<file path="config.mk">
export PLATFORM = sky130hd
export DESIGN_NAME = exc_sequencer
export DESIGN_NICKNAME = d
export VERILOG_FILES = /design/src/rtl/exc_pkg.sv /design/src/rtl/exc_arbiter.sv /design/src/rtl/exc_entry_table.sv /design/src/rtl/exc_fsm.sv /design/src/rtl/exc_sequencer.sv
export SDC_FILE = /design/constraint.sdc
export NUM_CORES = 1
export LEC_CHECK = 0
export CORE_MARGIN = 2
export CORE_UTILIZATION = 41
export DETAILED_ROUTE_END_ITERATION = 16
export PLACE_DENSITY_LB_ADDON = 0.15
export SYNTH_ARGS = -nofsm -noshare
export SYNTH_HDL_FRONTEND = slang
export SYNTH_SLANG_ARGS = --single-unit
</file>
<file path="constraint.sdc">
create_clock -name clk -period 4 [get_ports clk]
set_clock_uncertainty 0.1 [all_clocks]
set_input_delay 0.6 -clock clk [delete_from_list [all_inputs] [get_ports clk]]
set_output_delay 0.6 -clock clk [all_outputs]
set_load 0.005 [all_outputs]
</file>
<file path="src/rtl/exc_pkg.sv">
package exc_pkg;
    localparam int XLEN      = 32;
    localparam int MODE_W    = 5;
    localparam int NUM_KINDS = 7;

    localparam int PSR_I = 7;
    localparam int PSR_F = 6;
    localparam int PSR_T = 5;

    localparam logic [MODE_W-1:0] MODE_FAST = 5'h11;
    localparam logic [MODE_W-1:0] MODE_NORM = 5'h12;
    localparam logic [MODE_W-1:0] MODE_SUPV = 5'h13;
    localparam logic [MODE_W-1:0] MODE_ABRT = 5'h17;
    localparam logic [MODE_W-1:0] MODE_UNDF = 5'h1B;

    // Index order is the priority order (0 = highest).
    typedef enum logic [2:0] {
        EXK_BOOT = 3'd0,
        EXK_DABT = 3'd1,
        EXK_FAST = 3'd2,
        EXK_NORM = 3'd3,
        EXK_PABT = 3'd4,
        EXK_UNDF = 3'd5,
        EXK_SWI  = 3'd6,
        EXK_NONE = 3'd7
    } exc_kind_e;

    typedef struct packed {
        logic [XLEN-1:0]   vec;
        logic [XLEN-1:0]   psr;
        logic [XLEN-1:0]   link;
        logic [MODE_W-1:0] mode;
        logic              save;
        logic [XLEN-1:0]   sdata;
    } entry_pkt_t;

    typedef enum logic [1:0] {
        ST_IDLE   = 2'd0,
        ST_ENTER  = 2'd1,
        ST_RETURN = 2'd2
    } seq_state_e;
endpackage

</file>
<file path="src/rtl/exc_arbiter.sv">
module exc_arbiter #(
    parameter int N = 7
) (
    input  logic [N-1:0] req,
    output logic [N-1:0] grant,
    output logic         any
);
    logic [N:0] seen;

    assign seen[0] = 1'b0;

    generate
        for (genvar i = 0; i < N; i++) begin : g_chain
            assign grant[i]  = req[i] & ~seen[i];
            assign seen[i+1] = seen[i] | req[i];
        end
    endgenerate

    assign any = seen[N];
endmodule

</file>
<file path="src/rtl/exc_entry_table.sv">
module exc_entry_table
    import exc_pkg::*;
#(
    parameter int                N        = NUM_KINDS,
    parameter logic [XLEN-1:0]   VEC_BASE = '0
) (
    input  logic [N-1:0]    grant,
    input  logic [XLEN-1:0] cur_psr,
    input  logic [XLEN-1:0] instr_addr,
    output entry_pkt_t      pkt
);
    localparam logic [XLEN-1:0] BOOT_PSR = XLEN'(32'h0000_00D3);

    exc_kind_e       kind;
    logic [3:0]      offs;
    logic            set_f;
    logic [7:0]      vec_lo;
    logic [MODE_W-1:0] mode;

    always_comb begin
        kind = EXK_NONE;
        for (int i = N - 1; i >= 0; i--) begin
            if (grant[i]) kind = exc_kind_e'(i);
        end
    end

    always_comb begin
        vec_lo = 8'h00;
        mode   = MODE_SUPV;
        offs   = 4'd4;
        set_f  = 1'b0;
        unique case (kind)
            EXK_BOOT: begin vec_lo = 8'h00; mode = MODE_SUPV; offs = 4'd0; set_f = 1'b1; end
            EXK_DABT: begin vec_lo = 8'h10; mode = MODE_ABRT; offs = 4'd8; end
            EXK_FAST: begin vec_lo = 8'h1C; mode = MODE_FAST; set_f = 1'b1; end
            EXK_NORM: begin vec_lo = 8'h18; mode = MODE_NORM; end
            EXK_PABT: begin vec_lo = 8'h0C; mode = MODE_ABRT; end
            EXK_UNDF: begin vec_lo = 8'h04; mode = MODE_UNDF; end
            EXK_SWI:  begin vec_lo = 8'h08; mode = MODE_SUPV; end
            EXK_NONE: begin vec_lo = 8'h00; mode = MODE_SUPV; end
        endcase
    end

    always_comb begin
        pkt.vec  = VEC_BASE + XLEN'(vec_lo);
        pkt.mode = mode;
        if (kind == EXK_BOOT) begin
            pkt.psr   = BOOT_PSR;
            pkt.link  = '0;
            pkt.save  = 1'b0;
            pkt.sdata = '0;
        end else begin
            pkt.psr        = cur_psr;
            pkt.psr[PSR_I] = 1'b1;
            pkt.psr[PSR_F] = cur_psr[PSR_F] | set_f;
            pkt.psr[PSR_T] = 1'b0;
            pkt.psr[MODE_W-1:0] = mode;
            pkt.link  = instr_addr + XLEN'(offs);
            pkt.save  = 1'b1;
            pkt.sdata = cur_psr;
        end
    end
endmodule

</file>
<file path="src/rtl/exc_fsm.sv">
module exc_fsm
    import exc_pkg::*;
(
    input  logic            clk,
    input  logic            rst_n,
    input  logic            take_exc,
    input  logic            ret_req,
    input  entry_pkt_t      pkt_in,
    input  logic [XLEN-1:0] saved_psr,
    output logic            entry_valid,
    output entry_pkt_t      pkt_out,
    output logic            ret_valid,
    output logic [XLEN-1:0] ret_psr
);
    seq_state_e state_q, state_d;

    always_comb begin
        state_d = ST_IDLE;
        unique case (state_q)
            ST_IDLE, ST_ENTER, ST_RETURN: begin
                if (take_exc)     state_d = ST_ENTER;   // GO_ENTER
                else if (ret_req) state_d = ST_RETURN;  // GO_RETURN
                else              state_d = ST_IDLE;    // GO_IDLE
            end
            default: state_d = ST_IDLE;
        endcase
    end

    always_ff @(posedge clk or negedge rst_n) begin
        if (!rst_n) state_q <= ST_IDLE;
        else        state_q <= state_d;
    end

    always_ff @(posedge clk or negedge rst_n) begin
        if (!rst_n) begin
            pkt_out <= '0;
            ret_psr <= '0;
        end else begin
            unique case (state_d)
                ST_ENTER: begin
                    pkt_out <= pkt_in;
                    ret_psr <= '0;
                end
                ST_RETURN: begin
                    pkt_out <= '0;
                    ret_psr <= saved_psr;
                end
                default: begin
                    pkt_out <= '0;
                    ret_psr <= '0;
                end
            endcase
        end
    end

    assign entry_valid = (state_q == ST_ENTER);
    assign ret_valid   = (state_q == ST_RETURN);
endmodule

</file>
<file path="src/rtl/exc_sequencer.sv">
module exc_sequencer
    import exc_pkg::*;
#(
    parameter logic [XLEN-1:0] VEC_BASE = '0
) (
    input  logic              clk,
    input  logic              rst_n,
    input  logic              boot_req,
    input  logic              und_req,
    input  logic              swi_req,
    input  logic              pabt_req,
    input  logic              dabt_req,
    input  logic              irq_req,
    input  logic              fiq_req,
    input  logic              ret_req,
    input  logic [XLEN-1:0]   cur_psr,
    input  logic [XLEN-1:0]   instr_addr,
    input  logic [XLEN-1:0]   saved_psr,
    output logic              entry_valid,
    output logic [XLEN-1:0]   vec_addr,
    output logic [XLEN-1:0]   new_psr,
    output logic [XLEN-1:0]   link_value,
    output logic [MODE_W-1:0] link_mode,
    output logic              spsr_we,
    output logic [XLEN-1:0]   spsr_wdata,
    output logic              ret_valid,
    output logic [XLEN-1:0]   ret_psr
);
    logic [NUM_KINDS-1:0] pend;
    logic [NUM_KINDS-1:0] grant;
    logic                 any_exc;
    entry_pkt_t           pkt_c, pkt_q;

    always_comb begin
        pend             = '0;
        pend[EXK_BOOT]   = boot_req;
        pend[EXK_DABT]   = dabt_req;
        pend[EXK_FAST]   = fiq_req & ~cur_psr[PSR_F];
        pend[EXK_NORM]   = irq_req & ~cur_psr[PSR_I];
        pend[EXK_PABT]   = pabt_req;
        pend[EXK_UNDF]   = und_req;
        pend[EXK_SWI]    = swi_req;
    end

    exc_arbiter #(.N(NUM_KINDS)) u_arb (
        .req   (pend),
        .grant (grant),
        .any   (any_exc)
    );

    exc_entry_table #(.N(NUM_KINDS), .VEC_BASE(VEC_BASE)) u_tab (
        .grant      (grant),
        .cur_psr    (cur_psr),
        .instr_addr (instr_addr),
        .pkt        (pkt_c)
    );

    exc_fsm u_fsm (
        .clk         (clk),
        .rst_n       (rst_n),
        .take_exc    (any_exc),
        .ret_req     (ret_req),
        .pkt_in      (pkt_c),
        .saved_psr   (saved_psr),
        .entry_valid (entry_valid),
        .pkt_out     (pkt_q),
        .ret_valid   (ret_valid),
        .ret_psr     (ret_psr)
    );

    assign vec_addr   = pkt_q.vec;
    assign new_psr    = pkt_q.psr;
    assign link_value = pkt_q.link;
    assign link_mode  = pkt_q.mode;
    assign spsr_we    = pkt_q.save;
    assign spsr_wdata = pkt_q.sdata;
endmodule

</file>
==> results of run 1 <==
[layer usage]
metal,vias to the layer above,wire [microns],GRT usage
met5,-,0,0
met4,0,371,0.0889
met3,27,885,0.0536
met2,179,6240,0.337
met1,1719,4640,0.233
li1,1703,-,-
[metrics by stage]
step / util / total power, mW / hold slack [ns] / cells / cell area, sq um
6_report: 0.641 / 2.41 / 0.290 / 776 / 7260
4_1_cts: 0.641 / 2.44 / 0.339 / 776 / 7260
3_3_place_gp: 0.615 / 1.57 / 0.497 / 760 / 6970
3_5_place_dp: 0.615 / 1.57 / 0.503 / 760 / 6970
2_1_floorplan: - / 1.33 / 0.204 / 444 / 4820
5_1_grt: 0.641 / 2.52 / 0.381 / 776 / 7260
[cells in the final DEF, fill, tap and decap left out, types with 6 or more instances in the layout]
cell,netlist,final
clkdlybuf4s50_1,0,242
a21oi_1,18,18
o31ai_1,7,7
nand2_1,17,17
xor2_1,10,10
nand2b_1,6,6
conb_1,1,30
or4_1,7,7
and2_1,73,73
nor2_1,18,18
inv_1,6,6
dfrtp_1,112,112
o21ai_0,8,8
clkbuf_16,0,9
nand3_1,9,9
or3_1,6,6
[power breakdown]
part           total, mW  switching (mW)  internal (mW)  leakage (nW)
clock              0.860           0.398          0.461         0.143
sequential          1.19          0.0163           1.18          1.46
combinational      0.354           0.134          0.220          1.53
[layout make-up]
cell class,count,area (sq um)
clock buffer,11,253
clock inverter,5,38.8
fill,941,4060
inverter,7,26.3
multi-input combinational,253,1500
sequential,112,2800
tap,143,179
timing repair buffer,245,2460
[worst max-delay path by stage]
| stage | from | end | slack (ns) | depth (start not counted) |
|---|---|---|---|---|
| floorplan | boot_req | u_fsm.pkt_out[54] | 1.54 | 9 |
| global placement | boot_req | u_fsm.pkt_out[68] | 0.64 | 8 |
| detailed placement | boot_req | u_fsm.pkt_out[68] | 0.56 | 8 |
| CTS | boot_req | u_fsm.pkt_out[68] | 0.92 | 8 |
| global route | boot_req | u_fsm.pkt_out[68] | 0.63 | 8 |
| finish | boot_req | u_fsm.pkt_out[68] | 0.88 | 8 |
[registers in the layout (all words and copies together) (netlist names)]
name and flops:
u_fsm.pkt_out 78, u_fsm.ret_psr 32, u_fsm.state_q 2
[logic make-up after synthesis]
| logic type | synth area share |
|---|---|
| AO/OA/AOI/OAI | 0.0504 |
| XOR/XNOR | 0.0204 |
| adder cells (fa/ha/maj) | 0.00955 |
| buffers and inverters | 0.110 |
| flip-flops | 0.594 |
| multiplexers | 0.00849 |
| other | 0.000795 |
| AND/OR/NAND/NOR | 0.205 |
==> results by group, run 1 <==
Clock network
  • CTS tree: yes
  • Post_cts resized: 0
  • Hold-fix buffers, CTS: 0
  • CTS root buf: clkbuf_16
  • Worst-path clk slew: 0.07 ns
  • CTS H-Tree Depth: 3
  • Clk_lat worst skew: 0.33 ns
  • Number of buffers created by CTS: 9
  • Setup bufs post-CTS: 0
  • Maximum root-to-sink buffer count: 2
  • CTS sink cnt: 112

Route
  • Drt drc: 0
  • Routed Antenna Nets: 0
  • Initial DRC count: 117
  • Via/cell ratio: 4.68
  • Wirelength per Cell: 15.6 microns
  • First-pass iteration count of the detailed router: 5
  • Routed WL: 12,100 microns
  • DR vias: 3,628

Global route
  • Largest net degree at the start of global routing: 78
  • Vias in the first global route: 3,540
  • Initial antenna violation count: 0
  • GRT Util Overall: 0.198
  • Total gr overflow: 0
  • Global-route wire length before repair: 18,900 microns

Logic synthesis
  • Synth Register Bits: 112
  • Post-Syn Area: 4710 sq um
  • Top post-synthesis cells by area: dfrtp_1 (59%), and2_1 (9.7%), buf_4 (8.9%)
  • Post-synth top area share: 0.594
  • Avg Synthesized Cell Area: 11.4 sq um
  • Share of the yosys chip area belonging to registers: 0.594
  • Post-synth cell types: 37
  • Top cells by count, synth: dfrtp_1 (112), and2_1 (73), buf_4 (56)
  • Synth warnings: 0
  • Leading area contributor after synthesis: dfrtp_1
  • Main flop type after synthesis: dfrtp_1
  • Most common cell in the synthesized netlist: dfrtp_1
  • Ys async rst share: 1.00
  • Cell count after synthesis: 415
  • EDFF count, synth: 0

Timing
  • Min Tclk post-route: 3.12 ns
  • Final worst-path cycle share: 0.779
  • Fin Setup TNS: 0 ns
  • Slew Limit Headroom: 0.347
  • Slew @ Worst Pin: 0.980 ns
  • RSZ-0062 raised after global routing: false
  • Final WS setup: 0.884 ns
  • Pins over their slew limit: 0
  • Final setup viols: 0
  • Fmax achieved: 321 MHz
  • Final hold violations: 0

Cells and area
  • Area delta synth->final: 53.9%
  • Ant diodes: 0
  • Nets: 737
  • Fraction of layout cells with a size suffix above 1: 0.0395

Worst setup path
  • CP Class: primary input to register
  • Crit Reg-Reg Startpoint: u_fsm.state_q[1]
  • Critical-path maximum fanout: 14
  • R2R cell count: 6
  • CP Launch Type: primary input
  • WP data required: 4.16 ns
  • Buf+Inv Stages, Crit Path: 1
  • CP Capture Type: register
  • Worst path max stage delay: 0.60 ns
  • R2R setup slack: 2.09 ns
  • CP max-delay cell: or4_1
  • R2R Path End: u_fsm.pkt_out[69]
  • Crit-path leading delay family: simple AND/OR/NAND/NOR gates
  • CP Cell Sequence: clkdlybuf4s50_1 -> nor2_2 -> ha_1 -> fa_1 -> and2_1 -> nand4_1 -> or4_1 -> a21oi_1
  • Critical Path AT: 3.28 ns

Place
  • Dpl hpwl: 9250 microns
  • Pre-CTS WS: 0.559 ns
  • I/O Buffers: 243
  • Routability-driven placement congestion ratio: 0.858

Floorplan
  • Initial core utilization: 0.416
  • DIE HEIGHT: 111 microns
  • Core Area: 11,300 sq um
  • Die area: 12,400 sq um
  • Die width: 111 microns
  • Rows: 39
  • # IOs: 274

Power and ir drop
  • Power per Cell Area: 331 nW/um^2
  • Highest ir drop seen on vdd: 0.201 mV
  • P_leak: 3.13 nW

Min path
  • HP Class: primary input to asynchronous set/reset pin

Run
  • Maxcap violations: 0

Run status
  • Status: finished, final reports clean
No activity file was read; power rests on OpenSTA's default activity.
==> inputs of run 2 (changes only) <==
- CORE_UTILIZATION: 41 -> 38
- clock period: 4 -> 3 ns (I/O delays scaled with it)
==> run 2 against run 1 <==
Non-clock buffer count rose by 12; sequential share of layout area is 0.81 points lower; worst setup slack lost 0.49 ns; final cell count grew 4.8%; largest power group unchanged.
==> results by group, run 2 (same netlist as run 1, synthesis figures left out) <==
Cells and area
  • Max reg flops: 78
  • Post-route cell area: 7410 sq um
  • Nets: 749
  • Ant diodes: 0
  • Area delta synth->final: 57.2%
  • Commonest cells after routing, fill and taps aside: clkdlybuf4s50_1 (242), dfrtp_1 (112), and2_1 (73), conb_1 (30)
  • Top reg by flops: u_fsm.pkt_out
  • Commonest non-fill, non-tap cell in the layout: clkdlybuf4s50_1
  • Largest regs: u_fsm.pkt_out: 78 flops, u_fsm.ret_psr: 32 flops, u_fsm.state_q: 2 flops
  • Fillcell total: 1,023
  • Fraction of layout cells with a size suffix above 1: 0.0574

Timing
  • Slew @ Worst Pin: 0.619 ns
  • Slew Limit Headroom: 0.587
  • Pins over their slew limit: 0
  • Min Tclk post-route: 2.60 ns
  • Fmax achieved: 384 MHz
  • Final worst-path cycle share: 0.867
  • Final hold violations: 0
  • Fin Setup TNS: 0 ns
  • Final setup viols: 0
  • RSZ-0062 raised after global routing: false

Global route
  • GRT Util Overall: 0.185
  • Initial antenna violation count: 0
  • Vias in the first global route: 3,457
  • Largest net degree at the start of global routing: 49
  • Total gr overflow: 0
  • Global-route wire length before repair: 18,700 microns

Worst setup path
  • Crit Reg-Reg Startpoint: u_fsm.state_q[1]
  • CP Class: primary input to register
  • WP data required: 3.17 ns
  • R2R setup slack: 1.33 ns
  • Critical-path maximum fanout: 14
  • CP Capture Type: register
  • Critical Path AT: 2.77 ns
  • R2R Path End: u_fsm.pkt_out[63]
  • CP Launch Type: primary input
  • R2R cell count: 5

Route
  • DR vias: 3,643
  • Routed WL: 12,600 microns
  • First-pass iteration count of the detailed router: 4
  • Routed Antenna Nets: 0
  • Drt drc: 0
  • Initial DRC count: 162
  • Via/cell ratio: 4.48
  • Wirelength per Cell: 15.5 microns

Clock network
  • Number of buffers created by CTS: 9
  • Worst-path clk slew: 0.08 ns
  • Maximum root-to-sink buffer count: 2
  • CTS root buf: clkbuf_16
  • CTS sink cnt: 112
  • Setup bufs post-CTS: 0
  • Post_cts resized: 0
  • Hold-fix buffers, CTS: 0
  • CTS H-Tree Depth: 3
  • Clk_lat worst skew: 0.33 ns
  • CTS tree: yes

Floorplan
  • Rows: 40
  • Core Area: 12,100 sq um
  • Die area: 13,300 sq um
  • Die width: 115 microns
  • # IOs: 274
  • Initial core utilization: 0.391
  • DIE HEIGHT: 115 microns

Power and ir drop
  • P_leak: 3.21 nW
  • Net switching power: 766 uW
  • Internal power: 2.63 mW
  • Share of power burned in the clock network: 0.391
  • Share of power burned in registers: 0.468
  • Highest ir drop seen on vdd: 0.239 mV
  • Switching Fraction: 0.225
  • Gate power share: 0.141
  • Power per Cell Area: 459 nW/um^2

Place
  • I/O Buffers: 243
  • Dpl cell area: 7070 sq um
  • Routability-driven placement congestion ratio: 0.846
  • Dpl hpwl: 9820 microns

Min path
  • HP Class: primary input to asynchronous set/reset pin

Run status
  • Status: finished, final reports clean

Run
  • Maxcap violations: 0
## run 2: cell count changes in the layout (fill, tap and decap cells not counted)
cell,delta
inv_6,-2
clkinv_2,-1
buf_12,-1
inv_8,+2
clkbuf_8,-1
bufinv_16,+2
buf_4,+13
## run 2: worst max path at each step
stage | to | cells past startpoint | startpoint | slack [ns]
2_1_floorplan | u_fsm.pkt_out[54] | 9 | boot_req | 0.69
3_3_place_gp | u_fsm.pkt_out[53] | 8 | dabt_req | 0.12
3_5_place_dp | u_fsm.pkt_out[53] | 8 | dabt_req | 0.02
4_1_cts | u_fsm.pkt_out[53] | 8 | dabt_req | 0.38
5_1_grt | u_fsm.pkt_out[67] | 8 | dabt_req | 0.25
6_report | u_fsm.pkt_out[53] | 8 | dabt_req | 0.40
## run 2: power groups by stage
stage / combinational, mW / clock (mW) / sequential [mW]
after floorplan: 0.154 / 0 / 1.63
after global placement: 0.481 / 0 / 1.62
after detailed placement: 0.486 / 0 / 1.62
after CTS: 0.488 / 1.36 / 1.59
after global routing: 0.524 / 1.42 / 1.60
final: 0.480 / 1.33 / 1.59
## run 2: routing by layer
metal | vias up | share of wire | wire length [microns] | GRT usage
met5 | - | 0 | 0 | 0
met4 | 0 | 0.014 | 180 | 0.0643
met3 | 12 | 0.097 | 1220 | 0.0517
met2 | 177 | 0.52 | 6580 | 0.327
met1 | 1724 | 0.37 | 4660 | 0.215
li1 | 1730 | - | - | -
## run 2: worst max-delay path, stage by stage
cell and delay, ns:
clkdlybuf4s50_1 0.56, inv_1 0.08, nor2_1 0.26, ha_1 0.21, a21o_1 0.10, nand3_1 0.36
or3_2 0.55, a21oi_1 0.18
## run 2: final cells by class
| cell class | count | area [sq um] | area share |
|---|---|---|---|
| clock buffers | 10 | 239 | 0.0322 |
| clock inverters | 6 | 98.8 | 0.0133 |
| inverters | 7 | 26.3 | 0.00354 |
| multi-input cells | 253 | 1500 | 0.202 |
| flip-flops and latches | 112 | 2800 | 0.378 |
| well taps | 168 | 210 | 0.0284 |
| repair buffers | 257 | 2530 | 0.342 |
## run 2: stage by stage
| step | worst slack [ns] | std cells | power, mW | hold WS (ns) | util |
|---|---|---|---|---|---|
| after detailed placement | 0.0235 | 797 | 2.11 | 0.398 | 0.587 |
| after floorplan | 0.686 | 444 | 1.78 | 0.0544 | - |
| after global placement | 0.124 | 797 | 2.10 | 0.398 | 0.587 |
| after global routing | 0.246 | 813 | 3.54 | 0.0455 | 0.615 |
| after CTS | 0.379 | 813 | 3.44 | 0.0229 | 0.615 |
| final | 0.398 | 813 | 3.40 | 0.000958 | 0.615 |
==> inputs of run 3 (changes only) <==
- CORE_MARGIN: 2 -> 5
- TNS_END_PERCENT: default -> 5
- clock period: 3 -> 2.6 ns (I/O delays scaled with it)
==> run 3 against run 2 <==
Sequential power is 15% higher; critical endpoint is now u_fsm.pkt_out[64]; global-route usage is 0.53 points lower; core utilization is 0.35 points higher; highest routed layer unchanged; wire length is 5.6% higher; clock power is 6% higher; critical path depth is 1 higher; via count is 2.0% higher.
==> results by group, run 3 (same netlist as run 1, synthesis figures left out) <==
Place
  • I/O Buffers: 243
  • Routability-driven placement congestion ratio: 0.814
  • Dpl hpwl: 10,600 microns

Cells and area
  • Area delta synth->final: 58.8%
  • Ant diodes: 0
  • Fraction of layout cells with a size suffix above 1: 0.0688
  • Nets: 758
  • Max reg flops: 78
  • Top reg by flops: u_fsm.pkt_out
  • Commonest non-fill, non-tap cell in the layout: clkdlybuf4s50_1
  • Fillcell total: 1,017
  • Largest regs: u_fsm.pkt_out: 78 flops, u_fsm.ret_psr: 32 flops, u_fsm.state_q: 2 flops
  • Commonest cells after routing, fill and taps aside: clkdlybuf4s50_1 (242), dfrtp_1 (112), and2_1 (73), conb_1 (30), buf_4 (20)

Route
  • First-pass iteration count of the detailed router: 4
  • Wirelength per Cell: 16.2 microns
  • Via/cell ratio: 4.52
  • Routed WL: 13,300 microns
  • Initial DRC count: 210
  • DR vias: 3,715
  • Drt drc: 0
  • Routed Antenna Nets: 0

Floorplan
  • DIE HEIGHT: 121 microns
  • Die area: 14,700 sq um
  • Initial core utilization: 0.389
  • Rows: 40
  • Core Area: 12,100 sq um
  • Die width: 121 microns
  • # IOs: 274

Worst setup path
  • CP Launch Type: primary input
  • CP Class: primary input to register
  • Crit Reg-Reg Startpoint: u_fsm.state_q[1]
  • Critical-path maximum fanout: 8
  • CP Capture Type: register
  • R2R cell count: 5
  • R2R setup slack: 1.08 ns
  • WP data required: 2.77 ns
  • R2R Path End: u_fsm.pkt_out[9]
  • Setup crit start: dabt_req
  • Critical Path AT: 2.47 ns

Timing
  • Slew Limit Headroom: 0.570
  • Hold_ws: 0.493 ns
  • Pins over their slew limit: 0
  • Final setup viols: 0
  • Fmax achieved: 435 MHz
  • RSZ-0062 raised after global routing: false
  • Min Tclk post-route: 2.30 ns
  • Fin Setup TNS: 0 ns
  • Final worst-path cycle share: 0.884
  • Slew @ Worst Pin: 0.645 ns
  • Final hold violations: 0

Clock network
  • Worst-path clk slew: 0.07 ns
  • CTS root buf: clkbuf_16
  • Number of buffers created by CTS: 9
  • Maximum root-to-sink buffer count: 2
  • Clk_lat worst skew: 0.33 ns
  • Post_cts resized: 0
  • CTS sink cnt: 112
  • CTS H-Tree Depth: 3
  • CTS tree: yes

Power and ir drop
  • Power per Cell Area: 509 nW/um^2
  • Highest ir drop seen on vdd: 0.282 mV
  • Pwr Total: 3.81 mW
  • P_leak: 3.25 nW

Global route
  • Initial antenna violation count: 0
  • Largest net degree at the start of global routing: 50
  • Total gr overflow: 0
  • Global-route wire length before repair: 20,600 microns
  • GRT Util Overall: 0.180
  • Vias in the first global route: 3,759

Min path
  • Hold path depth: 2
  • Min-delay src: saved_psr[12]
  • HP Class: primary input to register
  • Hold Path End: u_fsm.ret_psr[12]

Run status
  • Status: finished, final reports clean

Run
  • Maxcap violations: 0
run 3: cell count changes in the layout (fill, tap and decap cells not counted):
cell / delta
clkinv_2: +2
clkbuf_8: -1
dlygate4sd3_1: +1
inv_8: -1
clkinvlp_4: -1
buf_12: +3
inv_6: +2
bufinv_16: -1
buf_4: +5
run 3: power breakdown:
part	total [mW]	switching [mW]	internal, mW
combinational	0.571	0.215	0.356
sequential	1.83	0.0250	1.81
clock	1.41	0.649	0.760
run 3: timing repair:
item / in CTS / in global routing
endpoints found under the setup margin: 0 / 0
hold buffers: 1 / 0
endpoints found under the hold margin: 45 / 0
setup buffers: 0 / 0
run 3: metal layers:
metal,GRT usage,share of wire,vias up
met5,0,0,-
met1,0.215,0.38,1765
met3,0.0531,0.094,17
li1,-,-,1749
met2,0.310,0.51,184
met4,0.0595,0.019,0
run 3: final cells by class:
type,instances,area (sq um),share of cell area
clock inverters,7,77.6,0.0104
multi-input cells,253,1500,0.200
clock buffers,9,225,0.0301
flip-flops and latches,112,2800,0.374
repair buffers,266,2640,0.353
inverters,7,26.3,0.00351
well taps,168,210,0.0281
run 3: worst max path at each step:
| stage | to | cells after the start | slack, ns |
|---|---|---|---|
| finish | u_fsm.pkt_out[64] | 9 | 0.30 |
| global route | u_fsm.pkt_out[68] | 9 | 0.1 |
| CTS | u_fsm.pkt_out[64] | 9 | 0.29 |
| detailed placement | u_fsm.pkt_out[64] | 9 | -0.04 |
| global placement | u_fsm.pkt_out[68] | 9 | 0.02 |
| floorplan | u_fsm.pkt_out[54] | 9 | 0.35 |
run 3: worst max-delay path: stages:
cell	delay, ns
clkdlybuf4s50_1	0.46
nor2_2	0.15
ha_1	0.20
fa_1	0.20
and2_1	0.15
nand4_1	0.09
buf_4	0.18
or4_1	0.47
a21oi_1	0.16
run 3: through the flow:
stage	instances	worst slack [ns]	area [sq um]	util
final	822	0.303	7480	0.618
after global routing	822	0.0974	7480	0.618
after CTS	822	0.292	7480	0.618
after detailed placement	805	-0.0367	7170	0.592
after global placement	805	0.0155	7170	0.592
after floorplan	444	0.346	4820	-
